$ cat src/rtl/rgb_timing_gen.sv
module rgb_timing_gen #(
  parameter int HW = 12,
  parameter int VW = 12,
  parameter int PW = 24
) (
  input  logic          clk,
  input  logic          rst_n,
  input  logic          cfg_sync_en,
  input  logic          cfg_de_en,
  input  logic          cfg_hs_pol,
  input  logic          cfg_vs_pol,
  input  logic          cfg_de_pol,
  input  logic [HW-1:0] cfg_h_total,
  input  logic [HW-1:0] cfg_hs_len,
  input  logic [HW-1:0] cfg_h_start,
  input  logic [HW-1:0] cfg_h_pixels,
  input  logic [VW-1:0] cfg_v_total,
  input  logic [VW-1:0] cfg_vs_len,
  input  logic [VW-1:0] cfg_v_start,
  input  logic [VW-1:0] cfg_v_lines,
  input  logic [PW-1:0] pix_data,
  input  logic          pix_valid,
  input  logic          ufl_clear,
  output logic          pix_req,
  output logic [PW-1:0] rgb_out,
  output logic          hsync,
  output logic          vsync,
  output logic          de,
  output logic [HW-1:0] x_pos,
  output logic [VW-1:0] y_pos,
  output logic          ufl_flag
);
  logic [HW-1:0] h_cnt;
  logic [VW-1:0] v_cnt;
  logic          skip;
  logic          ufl_q;

  wire line_end  = ({1'b0, h_cnt} + 1'b1) >= {1'b0, cfg_h_total};
  wire last_line = ({1'b0, v_cnt} + 1'b1) >= {1'b0, cfg_v_total};
  wire frame_end = line_end & last_line;

  wire h_act = (h_cnt >= cfg_h_start) &&
               ({1'b0, h_cnt} < ({1'b0, cfg_h_start} + {1'b0, cfg_h_pixels}));
  wire v_act = (v_cnt >= cfg_v_start) &&
               ({1'b0, v_cnt} < ({1'b0, cfg_v_start} + {1'b0, cfg_v_lines}));
  wire active = cfg_sync_en & h_act & v_act;

  wire hs_on = cfg_sync_en & (h_cnt < cfg_hs_len);
  wire vs_on = cfg_sync_en & (v_cnt < cfg_vs_len);
  wire ufl_evt = pix_req & ~pix_valid;

  assign pix_req  = active & ~skip;
  assign rgb_out  = (pix_req & pix_valid) ? pix_data : '0;
  assign hsync    = hs_on ? cfg_hs_pol : ~cfg_hs_pol;
  assign vsync    = vs_on ? cfg_vs_pol : ~cfg_vs_pol;
  assign de       = cfg_de_en & (active ? cfg_de_pol : ~cfg_de_pol);
  assign x_pos    = active ? h_cnt - cfg_h_start : '0;
  assign y_pos    = active ? v_cnt - cfg_v_start : '0;
  assign ufl_flag = ufl_q;

  always_ff @(posedge clk or negedge rst_n) begin
    if (!rst_n) begin
      h_cnt <= '0;
      v_cnt <= '0;
      skip  <= 1'b0;
    end else if (!cfg_sync_en) begin
      h_cnt <= '0;
      v_cnt <= '0;
      skip  <= 1'b0;
    end else begin
      h_cnt <= line_end ? '0 : h_cnt + 1'b1;
      if (line_end) v_cnt <= last_line ? '0 : v_cnt + 1'b1;
      if (frame_end)    skip <= 1'b0;
      else if (ufl_evt) skip <= 1'b1;
    end
  end

  always_ff @(posedge clk or negedge rst_n) begin
    if (!rst_n)         ufl_q <= 1'b0;
    else if (ufl_evt)   ufl_q <= 1'b1;
    else if (ufl_clear) ufl_q <= 1'b0;
  end
endmodule


$ cat config.mk
export PLATFORM = sky130hd
export DESIGN_NAME = rgb_timing_gen
export DESIGN_NICKNAME = d
export VERILOG_FILES = /design/src/rtl/rgb_timing_gen.sv
export SDC_FILE = /design/constraint.sdc
export NUM_CORES = 1
export LEC_CHECK = 0
export ABC_AREA = 1
export BUFFER_PORTS_ARGS = -buffer_cell sky130_fd_sc_hd__buf_4
export CORE_MARGIN = 2
export CORE_UTILIZATION = 55
export CTS_BUF_LIST = sky130_fd_sc_hd__clkbuf_2 sky130_fd_sc_hd__clkbuf_4 sky130_fd_sc_hd__clkbuf_8
export CTS_CLUSTER_SIZE = 25
export DETAILED_ROUTE_END_ITERATION = 12
export MAX_ROUTING_LAYER = met4
export PLACE_DENSITY = 0.95
export SYNTH_ARGS = -nofsm -noshare
export SYNTH_HDL_FRONTEND = slang
export SYNTH_SLANG_ARGS = --single-unit
$ cat constraint.sdc
create_clock -name clk -period 5.8 [get_ports clk]
set_input_delay 0.58 -clock clk [delete_from_list [all_inputs] [get_ports clk]]
set_output_delay 0.58 -clock clk [all_outputs]
set_load 0.05 [all_outputs]
=== Word-level counts from Yosys, hierarchy flattened ===
Index checks and enable logic that the tools add are counted.

* Flip-flop bits (word level): 26
* Input bits: 129

* Add/sub/neg operators: 8
* Magnitude comparators: 8
* Equal/unequal tests: 2
* Multiplexer cells: 16
* Bitwise gates (word level): 14
* Reduce and logical (&&, ||, !) cells: 3

{| class="wikitable"
|+ Operator list
! operator !! count
|-
| 2-to-1 mux 12 bit || 7
|-
| adder 12 x 1 -> 13 bit, second input constant || 2
|-
| adder 12 x 12 -> 13 bit || 2
|-
| greater-or-equal comparator 13 x 12 -> 1 bit || 2
|-
| < comparator 12 x 13 -> 1 bit || 2
|-
| adder 12 x 1 -> 12 bit, second input constant || 2
|-
| greater-or-equal comparator 12 bit || 2
|-
| < comparator 12 bit || 2
|-
| 2-to-1 mux 24 bit || 1
|-
| subtractor 12 bit || 2
|-
| bitwise AND 1 bit || 9
|-
| 2-to-1 mux 1 bit || 8
|-
| NOT 1 bit || 5
|-
| inequality test 3 x 1 -> 1 bit, second input constant || 1
|-
| logical AND 1 bit || 2
|-
| inequality test 2 x 1 -> 1 bit, second input constant || 1
|-
| nonzero test 2 bit || 1
|}

=== Depth between registers and ports, before layout ===
Gate-level depths: netlist of run 1.

* Word-level depth: 10
* Mapped depth: 23
* Mapped depth without buffers: 22

=== Least setup slack after synthesis of run 1 ===
No wires, ideal clock.

* Kind: in2out
* From: input cfg_v_start[0]
* To: output x_pos[2]
* Arrival: 3846 ps
* Required time: 5220 ps
* Path slack: 1374 ps
* Stages on the path: 16
* Path buffers: 0
* Path through: ha_1 fa_1 nand3_1 nand2_1 a21oi_1 nor2_1 nor2_1 xor2_1 ha_1 a21oi_1 o21bai_1 nand4_1 nand3_2 nor2_4 nand2_4 nor3b_1

* Word-level cells in the longest chain between the ends: 5
* Elaborated cells between the ends (all ways): 6
* Those cells by class: add/sub: 1; order compare: 2; mux: 1; bitwise: 1; reduce/logical: 1

{| class="wikitable"
|+ RTL lines
! item !! line !! RTL
|-
| start: declaration || 19 || <nowiki>input logic [VW-1:0] cfg_v_start,</nowiki>
|-
| adder 12 x 12 -> 13 bit || 45 || <nowiki>({1'b0, v_cnt} < ({1'b0, cfg_v_start} + {1'b0, cfg_v_lines}));</nowiki>
|-
| < comparator 12 x 13 -> 1 bit || 45 ||
|-
| logical AND 1 bit * || 44 || <nowiki>wire v_act = (v_cnt >= cfg_v_start) &&</nowiki>
|-
| bitwise AND 1 bit * || 46 || <nowiki>wire active = cfg_sync_en & h_act & v_act;</nowiki>
|-
| 2-to-1 mux 12 bit * || 57 || <nowiki>assign x_pos = active ? h_cnt - cfg_h_start : '0;</nowiki>
|-
| end: declaration || 29 || <nowiki>output logic [HW-1:0] x_pos,</nowiki>
|}

Mark *: on every way between the ends. The rest lies on a longest branch, timed or not.

=== Final worst setup path of run 1 ===
* From: input cfg_v_start[0]
* To: output rgb_out[0]

* Word-level cells in the longest chain between the ends: 7
* Elaborated cells between the ends (all ways): 8
* Those cells by class: add/sub: 1; order compare: 2; mux: 1; bitwise: 3; reduce/logical: 1

{| class="wikitable"
|+ RTL lines
! item !! line !! RTL
|-
| adder 12 x 12 -> 13 bit || 45 ||
|-
| < comparator 12 x 13 -> 1 bit || 45 ||
|-
| logical AND 1 bit * || 44 ||
|-
| bitwise AND 1 bit * || 46 ||
|-
| bitwise AND 1 bit * || 52 || <nowiki>assign pix_req = active & ~skip;</nowiki>
|-
| bitwise AND 1 bit * || 53 || <nowiki>assign rgb_out = (pix_req & pix_valid) ? pix_data : '0;</nowiki>
|-
| 2-to-1 mux 24 bit * || 53 ||
|-
| end: declaration || 25 || <nowiki>output logic [PW-1:0] rgb_out,</nowiki>
|}

Marks and branches as above.

==> flow_summary.yaml, run 1 <==
detailed_routing:
  firstDrtPassIters: 6
  drc: 0
  routed.top_layer: "met4"
  wl_met1_mm: 6.621
  drt_iter0_drc: 337
  vias_per_cell: 5.233
  wl_met2_mm: 7.928
  wl_met3_um: 908
  vias: 6384
  routed_wl_mm: 15.75
  ant_nets: 0
  wl_per_cell_um: 12.91
placement:
  io_buffers: 181
  dpl.cell_count: 1216
  dpl_worst_slack_ps: 1044
  dpl-instance-area_um2: 7420
  place.gp.congestion: 0.9337
  hpwl_mm: 13.69
clocking:
  tritoncts: "yes"
  clockBufferDepth: 2
  cts_inserted_buffers: 3
  clk_pin_slew_ps: 100
  cts_resized: 0
  holdBufCountCts: 0
  cts_root_buf: "clkbuf_8"
  cts_setup_buffers: 0
  htreeDepth: 1
  cts.sinks: 26
  insertion_delay_ps: 280
worst_setup_path:
  r2r_setup_slack_ps: 2250
  cp_max_fo: 27
  cpPeakStageDelay_ps: 410
  cp_common_cell: "nor2_1"
  cp_cell_sequence: "buf_4 -> ha_1 -> fa_1 -> nand3_1 -> nand2_1 -> a21oi_1 -> nor2_1 -> nor2_1 -> xor2_1 -> ha_1 -> a21oi_1 -> o21bai_1 -> nand4_1 -> nand3_2 -> nor2_4 -> nand2_4 -> nor2_4 -> nand2_4 -> nor2_1 -> buf_4"
  cp.required_ps: 5220
  crit_type: "input port to primary output"
  start_kind: "input port"
  arrival_ps: 4190
  r2r-end: "v_cnt[8]"
  reg2regPathDepth: 17
  end_kind: "primary output"
  crit_slowest_cell: "fa_1"
  r2r-start: "h_cnt[1]"
yosys:
  ys.flop_type: "dfrtp_1"
  yosysWarnings: 0
  syn_avg_cell_area_um2: 6.574
  synth_area_um2: 5949
  synth_xor_area_share_pct: 7.655
  synth-edff-count: 0
  synth_top_family_by_area: "simple AND/OR/NAND/NOR gates"
  syn-num-nets: 1156
  synthArstFlopShare_pct: 100.0
  yosys-top-cells-area: "ha_1, inv_1, nand2_1, dfrtp_1, nor2_1"
  synth-seq-cells: 26
  synth_top_area_share_pct: 24.82
  ys_types: 41
  synth-compound-area-share_pct: 11.55
  ys_seq_area_share_pct: 10.94
  synthSimpleGateAreaFrac_pct: 31.04
  muxShareOfSynthArea_pct: 0
  synth_fa_ha_area_share_pct: 26.16
  synthCells: 905
  yosysTopAreaCell: "ha_1"
pwr:
  powerDensity_nw_per_um2: 91.37
  p_total_mw: 0.6845
  ir_worst_vdd_uv: 103.8
  leakagePower_nw: 4.456
sta:
  max_clock_freq_ghz: 0.2095
  finalMaxSlewViolations: 0
  finalHoldViolCount: 0
  worstMarginPinSlew_ps: 714.3
  min_period_over_period_pct: 82.29
  rsz0062_at_grt: "false"
  setup_slack_ps: 1027
  fin_skew_ps: 11.17
  period_minus_slack_ps: 4773
  tns_ps: 0
  slew_headroom_pct: 52.01
  setup_viol: 0
global_route:
  grt_pass1_vias: 6159
  antenna_found_initial: 0
  track_usage_pct: 27.45
  grt_overflow_total: 0
  grt_pass1_wl_mm: 25.88
  grt_max_degree: 28
layout:
  antennaDiodeCount: 0
  areaGrowthSynthToFinish_pct: 25.91
  stdcell_area_um2: 7491
  nets: 1336
  final_cell_count_no_fill: 1220
  drive_above_1_share_pct: 20.85
floorplanning:
  core_um2: 10420
  io_pins: 182
  start_util_pct: 57.12
  die_x_um: 108.0
  fp.dieArea_um2: 11670
  rows: 37
  die_height_um: 108.0
worst_hold_path:
  holdCritPathClass: "input port to async pin"
status:
  status: "completed"
run:
  maxCapViolations: 0
==> worst max-delay path, delay by kind of cell <==
family | cells | cell delay, ps
xor+xnor | 1 | 160
fa+ha+maj | 3 | 890
buf+inv | 2 | 350
compound gates | 3 | 470
simple gates | 11 | 1730
==> synth_stat cells, types with 3 or more instances <==
master    number
ha_1         118
nor2_4        23
o21bai_1       4
nor3b_1        3
dfrtp_1       26
xnor2_1       14
nor2_1       103
a21oi_1       67
fa_1           4
nand4_1       20
a21boi_0       4
o21ai_0       28
inv_1        183
nand3_1       37
o211ai_1       5
nand2_1      177
buf_2          3
a31oi_1        3
a21o_1         3
nand3_2        3
nand3b_1       4
nor3_1         6
nor2_2         4
nand2_2        3
xor2_1        38
==> flip-flops by register name, indices dropped and copies added, names as in the netlist <==
name,cells
h_cnt,12
skip,1
ufl_flag,1
v_cnt,12
==> layout make-up <==
cell class                      count  area (um^2)
Sequential cell                    26        650.6
Clock inverter                      1        30.03
Fill cell                         852         2925
Inverter                          185        694.4
Timing Repair Buffer              181         1359
Clock buffer                        3        41.29
Multi-Input combinational cell    688         4546
Tap cell                          136        170.2
==> worst max-delay path by stage <==
stage / start / end / slack [ps] / cells after the start
2_1_floorplan: cfg_v_start[0] / x_pos[2] / 1370 / 16
3_3_place_gp: cfg_v_start[0] / rgb_out[23] / 1260 / 20
3_5_place_dp: cfg_v_start[0] / rgb_out[0] / 1040 / 20
4_1_cts: cfg_v_start[0] / rgb_out[0] / 1030 / 20
5_1_grt: cfg_v_start[0] / rgb_out[0] / 750 / 20
6_report: cfg_v_start[0] / rgb_out[0] / 1030 / 20
==> where the power goes <==
group / internal (mW) / switching (mW)
Combinational: 0.157 / 0.188
Sequential: 0.183 / 0.00339
Clock: 0.0924 / 0.0602
Total: 0.432 / 0.252
==> layout by cell type (no fill, tap or decap), types with 2 or more instances in the layout <==
cell / instances
inv_1: 183
buf_4: 181
nand2_1: 177
ha_1: 118
nor2_1: 103
a21oi_1: 67
xor2_1: 38
nand3_1: 37
o21ai_0: 28
dfrtp_1: 26
nor2_4: 23
nand4_1: 20
xnor2_1: 14
nor3_1: 6
o211ai_1: 5
nand3b_1: 4
nor2_2: 4
o21bai_1: 4
a21boi_0: 4
fa_1: 4
nand3_2: 3
nand2_2: 3
a31oi_1: 3
a21o_1: 3
nor3b_1: 3
clkbuf_8: 3
nor4_1: 2
a21oi_2: 2
o21a_1: 2
o2111ai_1: 2
nand2_4: 2
==> routing by layer <==
metal  up-vias  track usage [%]
met5         -                -
met4         0            5.952
met3        31            1.808
met2       221            49.73
met1      2859            33.52
li1       3273                -
==> through the flow <==
stage	hold slack (ps)	utilization, %
2_1_floorplan	284.4	-
3_3_place_gp	504.6	71.23
3_5_place_dp	507.1	71.23
4_1_cts	204.5	71.92
5_1_grt	211.3	71.92
6_report	189.7	71.92
==> cell families (layout without fill, tap and decap cells) <==
logic type / count (synthesis) / after routing
AOI/OAI and AO/OA: 123 / 123
xor gates and xnor gates: 52 / 52
adders and majority gates: 122 / 122
buffers and inverters: 191 / 370
DFF: 26 / 26
and+or+nand+nor: 391 / 391
Power figures use the tool's default switching activity.
==> inputs of run 2 (changes only) <==
clock period = 4.6 ns   (was 5.8 ns; I/O delays follow)
==> run 2 against run 1 <==
Effect of this change:
- register-to-register slack got worse by 1400 ps
- via count rose by 0.78%
- non-clock buffer count rose by 1
- sequential share of layout area barely moved
- largest cell class unchanged
- cell count barely moved
- total power rose by 27%
- highest routed layer unchanged
- hold slack got worse by 130 ps
- clock power rose by 29%
- combinational power rose by 27%
- global-route usage rose by 0.40 points
- wire length rose by 1.1%
==> flow_summary.yaml, run 2 (synthesis gave the netlist of run 1 again) <==
status:
  status: "completed"
layout:
  areaGrowthSynthToFinish_pct: 26.18
  final_cell_count_no_fill: 1221
  final_cell_mix: "inv_1, buf_4, nand2_1"
  top_regs: "h_cnt: 12 flops, v_cnt: 12 flops"
  multiInputGateArea_um2: 4554
  nets: 1337
  final_common_cell: "inv_1"
  drive_above_1_share_pct: 20.92
  seqCellArea_um2: 650.6
  fill_cells: 833
  antennaDiodeCount: 0
sta:
  finalHoldViolCount: 0
  max_clock_freq_ghz: 0.2335
  fin_skew_ps: 6.835
  setup_viol: 0
  worstMarginPinSlew_ps: 724.9
  period_minus_slack_ps: 4283
  slew_headroom_pct: 51.30
  min_period_over_period_pct: 93.12
  tns_ps: 0
  rsz0062_at_grt: "false"
  finalMaxSlewViolations: 0
clocking:
  cts.sinks: 26
  tritoncts: "yes"
  holdBufCountCts: 0
  insertion_delay_ps: 290
  clk_pin_slew_ps: 100
  htreeDepth: 1
  cts_setup_buffers: 0
  cts_resized: 0
  cts_inserted_buffers: 3
  clockBufferDepth: 2
  cts_root_buf: "clkbuf_8"
worst_setup_path:
  r2r_setup_slack_ps: 880
  cp.required_ps: 4140
  cp_max_fo: 24
  arrival_ps: 3820
  crit_type: "input port to primary output"
  start_kind: "input port"
  end_kind: "primary output"
global_route:
  grt_overflow_total: 0
  grt_max_degree: 27
  antenna_found_initial: 0
  grt_pass1_wl_mm: 26.11
  track_usage_pct: 27.84
  grt_pass1_vias: 6258
worst_hold_path:
  holdCritPathClass: "input port to async pin"
floorplanning:
  fp.dieArea_um2: 11670
  die_height_um: 108.0
  start_util_pct: 57.12
  io_pins: 182
  core_um2: 10420
  rows: 37
  die_x_um: 108.0
placement:
  place.gp.congestion: 0.9212
  io_buffers: 181
  dpl.cell_count: 1217
  hpwl_mm: 13.78
pwr:
  ir_worst_vdd_uv: 101.3
  leakagePower_nw: 4.454
  powerDensity_nw_per_um2: 116.2
detailed_routing:
  vias: 6434
  drt_iter0_drc: 366
  firstDrtPassIters: 5
  wl_per_cell_um: 13.04
  vias_per_cell: 5.269
  routed_wl_mm: 15.92
  drc: 0
  ant_nets: 0
run:
  maxCapViolations: 0
run 2: changes by cell type in the layout (fill, tap and decap cells not counted):
cell     change
buf_4        +1
nand2_4      -1
nand2_8      +1
run 2: critical path, cell delays in order:
cell      delay (ps)
buf_4            110
ha_1             220
fa_1             410
nand3_1           90
nand2_1          140
a21oi_1          250
nor2_1            70
nor2_1           130
xor2_1           160
ha_1             260
a21oi_1          150
o21bai_1          80
nand4_1          110
nand3_2           90
nor2_4           140
nand2_4          130
nor2_4           170
nand2_8          230
nor2_1           180
buf_4            220
run 2: final timing paths:
path,startpoint,to,cells past startpoint
max,cfg_v_start[0],rgb_out[2],20
min reg2reg,h_cnt[0],h_cnt[0],1
min in group clk,ufl_clear,ufl_flag,2
max in group asynchronous,rst_n,h_cnt[9],1
min,rst_n,v_cnt[3],1
max reg2reg,h_cnt[1],v_cnt[9],17
run 2: power breakdown:
group,total [mW],switching (mW),internal [mW]
clock network,0.198,0.0808,0.117
registers,0.235,0.00467,0.230
logic,0.439,0.241,0.198
run 2: per-layer routing:
metal | share of wire (%) | GRT usage, %
met3 | 5.8 | 2.230
met1 | 41 | 32.31
met4 | 2.3 | 7.143
met2 | 51 | 51.66
met5 | 0 | -
run 2: layout make-up:
cell class | instances | area share [%]
multi-input cells | 688 | 60.67
repair buffers | 182 | 18.20
inverters | 185 | 9.250
flip-flops and latches | 26 | 8.667
well taps | 136 | 2.267
clock buffers | 3 | 0.5500
clock inverters | 1 | 0.4000
run 2: through the flow:
stage                     power, mW  setup slack, ps  hold WS, ps  utilization (%)  instance area, um^2
final                        0.8720            316.6        60.35            72.07                 7507
after global routing         0.9347            30.13        81.70            72.07                 7507
after CTS                    0.8668            225.5        76.27            71.99                 7498
after detailed placement     0.6728            236.5        385.2            71.30                 7427
after global placement       0.6594            398.9        380.0            71.30                 7427
after floorplan              0.5112            414.2        164.4                -                 5949
